## src/rtl/voq_pkg.sv

```systemverilog
package voq_pkg;
    typedef enum logic [1:0] {
        ST_IDLE = 2'd0,
        ST_REQ  = 2'd1,
        ST_SEND = 2'd2
    } voq_state_e;
endpackage

```

## src/rtl/voq_freelist.sv

```systemverilog
module voq_freelist #(
    parameter int SLOTS = 10,
    parameter int PW    = 4
) (
    input  logic          clk,
    input  logic          rst_n,
    input  logic          alloc,
    output logic [PW-1:0] alloc_idx,
    input  logic          rel_en,
    input  logic [PW-1:0] rel_idx,
    output logic          empty
);
    localparam int CNTW = $clog2(SLOTS + 1);

    logic [PW-1:0]   ring [SLOTS];
    logic [PW-1:0]   rd_p, wr_p;
    logic [CNTW-1:0] cnt;

    function automatic logic [PW-1:0] adv(input logic [PW-1:0] p);
        return (int'(p) == SLOTS - 1) ? '0 : p + 1'b1;
    endfunction

    always_ff @(posedge clk or negedge rst_n) begin
        if (!rst_n) begin
            for (int i = 0; i < SLOTS; i++) ring[i] <= PW'(i);
            rd_p <= '0;
            wr_p <= '0;
            cnt  <= CNTW'(SLOTS);
        end else begin
            if (alloc) rd_p <= adv(rd_p);
            if (rel_en) begin
                ring[wr_p] <= rel_idx;
                wr_p       <= adv(wr_p);
            end
            if (alloc && !rel_en)      cnt <= cnt - 1'b1;
            else if (rel_en && !alloc) cnt <= cnt + 1'b1;
        end
    end

    assign alloc_idx = ring[rd_p];
    assign empty     = (cnt == '0);
endmodule

```

## src/rtl/voq_credit.sv

```systemverilog
module voq_credit #(
    parameter int NCRED = 2,
    parameter int CW    = 2
) (
    input  logic clk,
    input  logic rst_n,
    input  logic consume,
    input  logic give,
    output logic has_credit
);
    logic [CW-1:0] cnt;

    always_ff @(posedge clk or negedge rst_n) begin
        if (!rst_n) begin
            cnt <= CW'(NCRED);
        end else begin
            unique case ({consume, give})
                2'b10:   cnt <= cnt - 1'b1;
                2'b01:   if (int'(cnt) != NCRED) cnt <= cnt + 1'b1;
                default: cnt <= cnt;
            endcase
        end
    end

    assign has_credit = (cnt != '0);
endmodule

```

## src/rtl/voq_rr_pick.sv

```systemverilog
module voq_rr_pick #(
    parameter int NNEI = 3,
    parameter int HW   = 2
) (
    input  logic [NNEI-1:0] elig,
    input  logic [HW-1:0]   start,
    output logic            any,
    output logic [HW-1:0]   pick
);
    always_comb begin
        any  = 1'b0;
        pick = '0;
        for (int k = NNEI - 1; k >= 0; k--) begin
            int idx;
            idx = int'(start) + k;
            if (idx >= NNEI) idx = idx - NNEI;
            if (elig[idx]) begin
                any  = 1'b1;
                pick = HW'(idx);
            end
        end
    end
endmodule

```

## src/rtl/voq_credit_buf.sv

```systemverilog
module voq_credit_buf
    import voq_pkg::*;
#(
    parameter int NNEI  = 3,
    parameter int NCRED = 2,
    parameter int DW    = 16,
    localparam int HW   = (NNEI > 1) ? $clog2(NNEI) : 1
) (
    input  logic            clk,
    input  logic            rst_n,
    input  logic            wr_valid,
    output logic            wr_ready,
    input  logic [HW-1:0]   wr_hop,
    input  logic [DW-1:0]   wr_data,
    input  logic [NNEI-1:0] cred_ret,
    output logic            ch_req,
    output logic [HW-1:0]   ch_hop,
    input  logic            ch_gnt,
    output logic            rd_valid,
    output logic [HW-1:0]   rd_hop,
    output logic [DW-1:0]   rd_data
);
    localparam int SLOTS = (2 * NNEI - 1) * NCRED;
    localparam int PW    = (SLOTS > 1) ? $clog2(SLOTS) : 1;
    localparam int QW    = $clog2(SLOTS + 1);
    localparam int CW    = $clog2(NCRED + 1);

    voq_state_e state, state_nx;

    logic [DW-1:0] mem   [SLOTS];
    logic [PW-1:0] nxt   [SLOTS];
    logic [PW-1:0] qhead [NNEI];
    logic [PW-1:0] qtail [NNEI];
    logic [QW-1:0] qcnt  [NNEI];

    logic [HW-1:0]   sel, rr, pick;
    logic            any_elig, fl_empty, push, pop;
    logic [PW-1:0]   alloc_idx;
    logic [NNEI-1:0] cred_ok, elig, push_q, pop_q;

    assign wr_ready = !fl_empty;
    assign push     = wr_valid && wr_ready && (int'(wr_hop) < NNEI);
    assign pop      = (state == ST_SEND);

    voq_freelist #(.SLOTS(SLOTS), .PW(PW)) u_free (
        .clk(clk), .rst_n(rst_n),
        .alloc(push), .alloc_idx(alloc_idx),
        .rel_en(pop), .rel_idx(qhead[sel]),
        .empty(fl_empty)
    );

    for (genvar g = 0; g < NNEI; g++) begin : g_nei
        assign push_q[g] = push && (int'(wr_hop) == g);
        assign pop_q[g]  = pop && (int'(sel) == g);
        assign elig[g]   = (qcnt[g] != '0) && cred_ok[g];
        voq_credit #(.NCRED(NCRED), .CW(CW)) u_cred (
            .clk(clk), .rst_n(rst_n),
            .consume(pop_q[g]), .give(cred_ret[g]),
            .has_credit(cred_ok[g])
        );
    end

    voq_rr_pick #(.NNEI(NNEI), .HW(HW)) u_rr (
        .elig(elig), .start(rr), .any(any_elig), .pick(pick)
    );

    // payload and link storage, no reset needed
    always_ff @(posedge clk) begin
        if (push) begin
            mem[alloc_idx] <= wr_data;
            if (qcnt[wr_hop] != '0) nxt[qtail[wr_hop]] <= alloc_idx;
        end
    end

    always_ff @(posedge clk or negedge rst_n) begin
        if (!rst_n) begin
            for (int q = 0; q < NNEI; q++) begin
                qhead[q] <= '0;
                qtail[q] <= '0;
                qcnt[q]  <= '0;
            end
        end else begin
            for (int q = 0; q < NNEI; q++) begin
                if (push_q[q]) begin
                    qtail[q] <= alloc_idx;
                    if (qcnt[q] == '0 || (qcnt[q] == QW'(1) && pop_q[q]))
                        qhead[q] <= alloc_idx;
                    else if (pop_q[q])
                        qhead[q] <= nxt[qhead[q]];
                end else if (pop_q[q]) begin
                    qhead[q] <= nxt[qhead[q]];
                end
                if (push_q[q] && !pop_q[q])      qcnt[q] <= qcnt[q] + 1'b1;
                else if (pop_q[q] && !push_q[q]) qcnt[q] <= qcnt[q] - 1'b1;
            end
        end
    end

    // state register
    always_ff @(posedge clk or negedge rst_n) begin
        if (!rst_n) state <= ST_IDLE;
        else        state <= state_nx;
    end

    always_comb begin
        state_nx = state;
        unique case (state)
            ST_IDLE: if (any_elig) state_nx = ST_REQ;
            ST_REQ:  if (ch_gnt)   state_nx = ST_SEND;
            ST_SEND: state_nx = ST_IDLE;
            default: state_nx = ST_IDLE;
        endcase
    end

    always_ff @(posedge clk or negedge rst_n) begin
        if (!rst_n) begin
            sel <= '0;
            rr  <= '0;
        end else begin
            if (state == ST_IDLE && any_elig) sel <= pick;
            if (state == ST_SEND) rr <= (int'(sel) == NNEI - 1) ? '0 : sel + 1'b1;
        end
    end

    // outputs
    always_comb begin
        ch_req   = (state == ST_REQ);
        ch_hop   = sel;
        rd_valid = (state == ST_SEND);
        rd_hop   = sel;
        rd_data  = mem[qhead[sel]];
    end
endmodule

```

## config.mk

```make
export PLATFORM = sky130hd
export DESIGN_NAME = voq_credit_buf
export DESIGN_NICKNAME = d
export VERILOG_FILES = /design/src/rtl/voq_pkg.sv /design/src/rtl/voq_freelist.sv /design/src/rtl/voq_credit.sv /design/src/rtl/voq_rr_pick.sv /design/src/rtl/voq_credit_buf.sv
export SDC_FILE = /design/constraint.sdc
export NUM_CORES = 1
export LEC_CHECK = 0
export BUFFER_PORTS_ARGS = -buffer_cell sky130_fd_sc_hd__buf_4
export CORE_MARGIN = 2
export CORE_UTILIZATION = 60
export DETAILED_ROUTE_END_ITERATION = 8
export HOLD_SLACK_MARGIN = 0.02
export PLACE_DENSITY = 0.77
export SLEW_MARGIN = 20
export SYNTH_ARGS = -nofsm -noshare
export SYNTH_HDL_FRONTEND = slang
export SYNTH_SLANG_ARGS = --single-unit
export TNS_END_PERCENT = 10
```

## constraint.sdc

```tcl
create_clock -name clk -period 6.55 [get_ports clk]
set_input_delay 1.6375 -clock clk [delete_from_list [all_inputs] [get_ports clk]]
set_output_delay 1.6375 -clock clk [all_outputs]
set_load 0.01 [all_outputs]
```

======== Word level (Yosys, flattened, before mapping) ========
Memory sizes are Yosys's and may differ from the RTL's.
Cells that the tools add are included.
storage, ports and cells
  flip-flop bits (word level) ............. 100
  memory bits (writable) .................. 200
  input port bits ......................... 25
  output and inout bits ................... 23
  memories ................................ 2
operators by class
  add/subtract/negate cells ............... 22
  magnitude comparators ................... 12
  equal/unequal tests ..................... 25
  multiplexer cells ....................... 67
  bitwise operators ....................... 4
  reductions and logical operators ........ 61
memory list
  memory  depth  width  rd ports  clocked after Yosys merged registers in  wr ports  line                  source
  mem     10     16     1         0                                        1         voq_credit_buf.sv:30  logic [DW-1:0] mem [SLOTS];
  nxt     10     4      3         0                                        1         voq_credit_buf.sv:31  logic [PW-1:0] nxt [SLOTS];
operators with widths
  kind                     number
  $mux W4                  28
  $lt A32 B4 Y1 const B    3
  $mux W32                 3
  $ge A32 B3 Y1 const B    2
  $sub A32 B3 Y32 const B  2
  $bwmux W40               1
  $add A4 B1 Y4 const B    6
  $bmux W4 S2              3
  $logic_and A1 B1 Y1      24
  $reduce_bool A2 Y1       10
  $mux W2                  9
  $bmux W4 S4              1
  $demux W4 S4             1
  $eq A2 B2 Y1 const B     8
  $logic_not A4 Y1         4
  $pmux W2 S2              4
  $reduce_bool A4 Y1       4
  $sub A4 B1 Y4 const B    4
  $mux W1                  14
  $eq A4 B1 Y1 const B     3
  $ge A5 B5 Y1 const B     2
  $not A4 Y5               2
  $logic_not A1 Y1         9
  $add A2 B1 Y2 const B    4
  other kinds (17)         40

======== Depth between registers and ports, before layout ========
  depth in word-level cells ............... 11
  gate-level depth with buffers ........... 11
  mapped depth without buffers ............ 10

======== Modules after synthesis ========
From an unflattened synthesis, not the netlist that was laid out.
second synthesis, totals
  cell total of the unflattened synthesis .. 1102
  area total of the unflattened synthesis .. 14953.1 sq um
modules (own cells, without submodules)
  module          instances  cells each  area each (sq um)  seq. area each (sq um)
  voq_credit_buf  1          841         11833.8            7056.8
  voq_freelist    1          201         2590.0             1322.5
  voq_credit      3          11          112.6              51.3
  voq_rr_pick     1          27          191.4              0.0

======== Least setup slack after synthesis ========
OpenSTA, ideal clock, no wires.
  path kind ............................... input to register
  start point ............................. input wr_hop[0]
  end point ............................... memory mem[6][0] (enable)
  setup time .............................. 0.413 ns
  arrival time ............................ 3.514 ns
  path slack .............................. 2.623 ns
  stages .................................. 6
  path through ............................ clkbuf_4 nand2_1 nand2_1 inv_1 nand2_1 nor3b_1
between the ends
  cells in the longest elaborated chain, start to end .. 4
ends and longest elaborated chain
  item                           line                  source
  start: declaration             voq_credit_buf.sv:13  input logic [HW-1:0] wr_hop,
  $lt A2 B2 Y1                   voq_credit_buf.sv:42  assign push = wr_valid && wr_ready && (int'(wr_hop) < NNEI);
  $logic_and A1 B1 Y1            voq_credit_buf.sv:42
  net push                       voq_credit_buf.sv:37  logic any_elig, fl_empty, push, pop;
  $mux W1                        voq_credit_buf.sv:69  if (push) begin
  $mux W1 (not written as such)  voq_credit_buf.sv:70  mem[alloc_idx] <= wr_data;
  end: declaration               voq_credit_buf.sv:30
The timed path passes the listed nets, and every way through them passes these cells.

======== Worst setup path after layout ========
  start point ............................. register qhead[0] (netlist bit)
  end point ............................... output rd_data[10]
between the ends
  cells in the longest elaborated chain, start to end .. 4
ends and longest elaborated chain
  item                                         line                   source
  start: declaration                           voq_credit_buf.sv:32   logic [PW-1:0] qhead [NNEI];
  start signal: indexed assignment             voq_credit_buf.sv:87   qhead[q] <= alloc_idx;
  start signal: indexed assignment             voq_credit_buf.sv:89   qhead[q] <= nxt[qhead[q]];
  start signal: indexed assignment             voq_credit_buf.sv:91   qhead[q] <= nxt[qhead[q]];
  $bmux W4 S2                                  voq_credit_buf.sv:131  rd_data = mem[qhead[sel]];
  $mux W4 (not written as such) (2 in series)  voq_credit_buf.sv:131
  $mem_v2 Z10 W16                              -
  end: declaration                             voq_credit_buf.sv:21   output logic [DW-1:0] rd_data
No other way between the ends. The select of a mux whose other input is x is not followed.

==> metrics.md <==
| Metric | Value |
|---|---|
| Status | `finished, final reports clean` |
| Hold_sp | `u_free.ring[13]` |
| Synthesized Nets | `1104` |
| Sequential power share | `0.380` |
| Post-Route M1 WL | `12900 um` |
| Pins over their slew limit | `0` |
| Largest net degree at the start of global routing | `between 70 and 80` |
| Peak Freq | `between 150 and 200 MHz` |
| WS Path Type | `register to primary output` |
| First-pass GRT wire length | `between 40000 and 50000 um` |
| Max FO, Critical Path | `26` |
| Yosys cell types | `between 60 and 70` |
| PD cells | `500 mW/mm2` |
| Slowest cell on crit path | `o21a_1` |
| Die height | `roughly 160 um` |
| HP Class | `register to register` |
| Worst slew margin relative to its limit | `0.256` |
| Hold_buf cts | `0` |
| Ports | `48` |
| Post-CTS setup buffers | `0` |
| Yosys warns | `0` |
| Worst Setup End Kind | `primary output` |
| Clock tree buffer depth | `3` |
| Layout cells sized above 1 | `0.195` |
| Detailed Routing Iterations Pass 1 | `6` |
| Num CTS Buffers | `31` |
| CP required | `a little under 5 ns` |
| I/O Buffers | `47` |
| Leakage | `around 6 nW` |
| Cells after Synth | `1061` |
| Largest stage delay on the critical path | `slightly above 0.9 ns` |
| Pin slew with the least headroom to its limit | `1.12 ns` |
| Aggregate global-route resource usage | `0.251` |
| Sw Ratio | `0.369` |
| Switching power | `slightly below 0.003 W` |
| Initial antenna violation count | `0` |
| P&R area growth vs syn | `11.4%` |
| H-tree depth | `1` |
| Routed met3 length | `1980 um` |
| Wire length on met2 | `around 15000 um` |
| Clock skew | `0.0173 ns` |
| Unrepaired setup endpoints after global routing | `no` |
| Combinational share of power | `0.399` |
| Filler Cells Inserted | `roughly 1700` |
| Startpoint Class | `register` |
| Worst hold margin | `0.464 ns` |
| Final GP Congestion | `approximately 0.84` |
| DP Area | `~0.015 mm2` |
| Fin. Hold Viols | `0` |
| CP dominant cell by count | `buf_4` |
| Vias per inst | `6.14` |
| WP data arrival | `roughly 3.6 ns` |
| # rows | `56` |
| Final setup viols | `0` |
| TritonCTS sink count | `300` |
| CP startpoint | `qhead[0]` |
| DRC Markers | `0` |
| Final nets | `between 1000 and 1500` |
| Clk_lat worst skew | `0.56 ns` |
| Vias in the first global route | `8568` |
| Clock Power Share | `0.221` |
| Post-synthesis sequential area ratio | `0.604` |
| CP cell instances | `mux2i_1, o21a_1, buf_4, a221oi_1, o21ai_0, o211a_1, buf_4` |
| Tmin final | `about 5.3 ns` |
| R2R Setup Slk | `between 2 and 2.5 ns` |
| Fin crit share | `0.805` |
| Yosys reg bits | `300` |
| Die width | `157 um` |
| Max-cap violations | `0` |
| Main synth FF type | `edfxtp_1` |
| Starting Density | `0.607` |
| Die area | `0.0248 mm2` |
| Reg clk slew, reported paths | `around 0.06 ns` |
| Vias | `about 8800` |
| Drt total wl | `about 30000 um` |
| Drt wl/cell | `21.0 um` |
| Reg2reg start | `u_free.rd_p[0]` |
| ANT nets after route | `0` |
| Cell Area, Synth | `0.0141 mm2` |
| Placed wire-length estimate | `roughly 19000 um` |
| Post-CTS sizing | `0` |
| VDD IR max | `just under 400 uV` |
| Setup TNS | `0 ns` |
| Top Layer Used | `met4` |
| EDFF count, synth | `200` |
| Cell internal pwr | `roughly 0.005 W` |
| Synth async-reset ratio | `0.333` |
| Finished Cell Area | `0.0157 mm2` |
| Grt total ovfl | `0` |
| Starting DRT DRC Count | `slightly above 800` |
| Mapped Avg Cell Area | `~13 um2` |
| Core Region | `between 0.02 and 0.025 mm2` |
| CTS tree | `built` |
| CTS root buffer | `clkbuf_16` |
[critical path, delay by kind of cell, from the launching register on]
kind	cells	cell delay, ns
multiplexers	1	0.45
flip-flops	1	0.68
buffers and inverters	2	0.49
AO/OA/AOI/OAI	4	1.42
[metal layers]
| metal | vias to the layer above | GRT usage |
|---|---|---|
| li1 | 4065 | - |
| met2 | 307 | 0.408 |
| met3 | 44 | 0.0441 |
| met1 | 4393 | 0.352 |
| met4 | 0 | 0.0680 |
| met5 | - | 0 |
[kinds of logic after synthesis]
logic type      share of synthesized area
simple gates                        0.105
compound gates                     0.0970
fa+ha+maj                          0.0160
xor+xnor                           0.0167
flops                               0.604
mux                                 0.131
buf+inv                            0.0306
[per-stage QoR]
| stage | setup slack [ns] | utilization | std cells | power [W] |
|---|---|---|---|---|
| after global placement | 1.99 | 0.633 | 1376 | 0.00605 |
| after global routing | 1.16 | 0.676 | 1434 | 0.00829 |
| final | 1.28 | 0.676 | 1435 | 0.00786 |
| after floorplan | 2.62 | - | 1061 | 0.00516 |
| after detailed placement | 1.90 | 0.633 | 1376 | 0.00613 |
| after CTS | 1.27 | 0.676 | 1434 | 0.00789 |
[registers in the layout, indices dropped and copies added, names as in the netlist]
signal and count:
qhead 12, u_free.rd_p 4, ch_hop 2, qcnt 12, u_free.wr_p 4, mem 160
rr 2, g_nei.u_cred.cnt 6, u_free.ring 40, nxt 40, qtail 12, u_free.cnt 4
state 2
[cell usage after synthesis, types with 6 or more instances]
library cell / instances / area (um2)
edfxtp_1: 200 / 6010
nand2_1: 85 / 319
dfrtp_1: 80 / 2000
mux2i_1: 80 / 801
nor2_1: 66 / 248
o21ai_0: 54 / 270
a21oi_1: 44 / 220
and2_1: 36 / 225
a221oi_1: 34 / 298
buf_2: 29 / 145
clkbuf_1: 27 / 101
mux2_2: 27 / 304
mux4_2: 27 / 608
nand3_1: 21 / 105
dfstp_2: 20 / 526
ha_1: 18 / 225
inv_1: 17 / 63.8
nor3_1: 17 / 85.1
xor2_1: 16 / 140
o211a_1: 15 / 150
xnor2_1: 11 / 96.3
o21ai_1: 10 / 50.1
a31oi_1: 9 / 56.3
buf_4: 9 / 67.6
nor2b_1: 8 / 50.1
nor3b_1: 7 / 52.6
o21a_1: 7 / 52.6
nand2b_1: 6 / 37.5
nor4_1: 6 / 37.5
[placed cells by master (no fill, tap or decap), types with 5 or more instances in the layout]
cell type,Yosys,routed
a21oi_1,44,44
a221oi_1,34,34
a31oi_1,9,9
and2_1,36,36
buf_4,9,66
clkbuf_1,27,6
clkbuf_16,0,31
clkinv_1,0,6
dfrtp_1,80,80
dfstp_2,20,20
edfxtp_1,200,200
ha_1,18,18
inv_1,17,17
mux2_2,27,27
mux2i_1,80,80
mux4_1,5,5
mux4_2,27,27
nand2_1,85,85
nand2b_1,6,6
nand3_1,21,21
nor2_1,66,66
nor2b_1,8,8
nor3_1,17,15
nor3_2,4,6
nor3b_1,7,5
nor4_1,6,6
o211a_1,15,15
o21a_1,7,7
o21ai_0,54,54
o21ai_1,10,8
or4_1,5,5
xnor2_1,11,11
xor2_1,16,16
[area by class of cell]
cell class / count / area (um2) / share of cell area
Clock inverter: 21 / 216 / 0.0138
Clock buffer: 37 / 798 / 0.0507
Sequential cell: 300 / 8530 / 0.542
Tap cell: 319 / 399 / 0.0254
Timing Repair Buffer: 66 / 495 / 0.0315
Antenna cell: 1 / 2.50 / 0.000159
Inverter: 17 / 63.8 / 0.00406
Multi-Input combinational cell: 674 / 5230 / 0.332
[path summary, 6_finish.rpt]
path                            depth (start not counted)               to
worst max-delay path                                    7      rd_data[10]
worst min-delay path                                    2  u_free.ring[13]
worst max register to register                          6        mem[6][2]
worst min register to register                          2  u_free.ring[13]
max in group asynchronous                               2  u_free.ring[12]
min in group asynchronous                               1          qcnt[0]
[power by group through the flow]
stage,Clock (W),Combinational (W),Sequential [W]
floorplan,0,0.00243,0.00273
global placement,0,0.00307,0.00299
detailed placement,0,0.00312,0.00301
CTS,0.00176,0.00314,0.00298
global route,0.00183,0.00342,0.00304
finish,0.00174,0.00314,0.00299
Power figures use the tool's default switching activity.
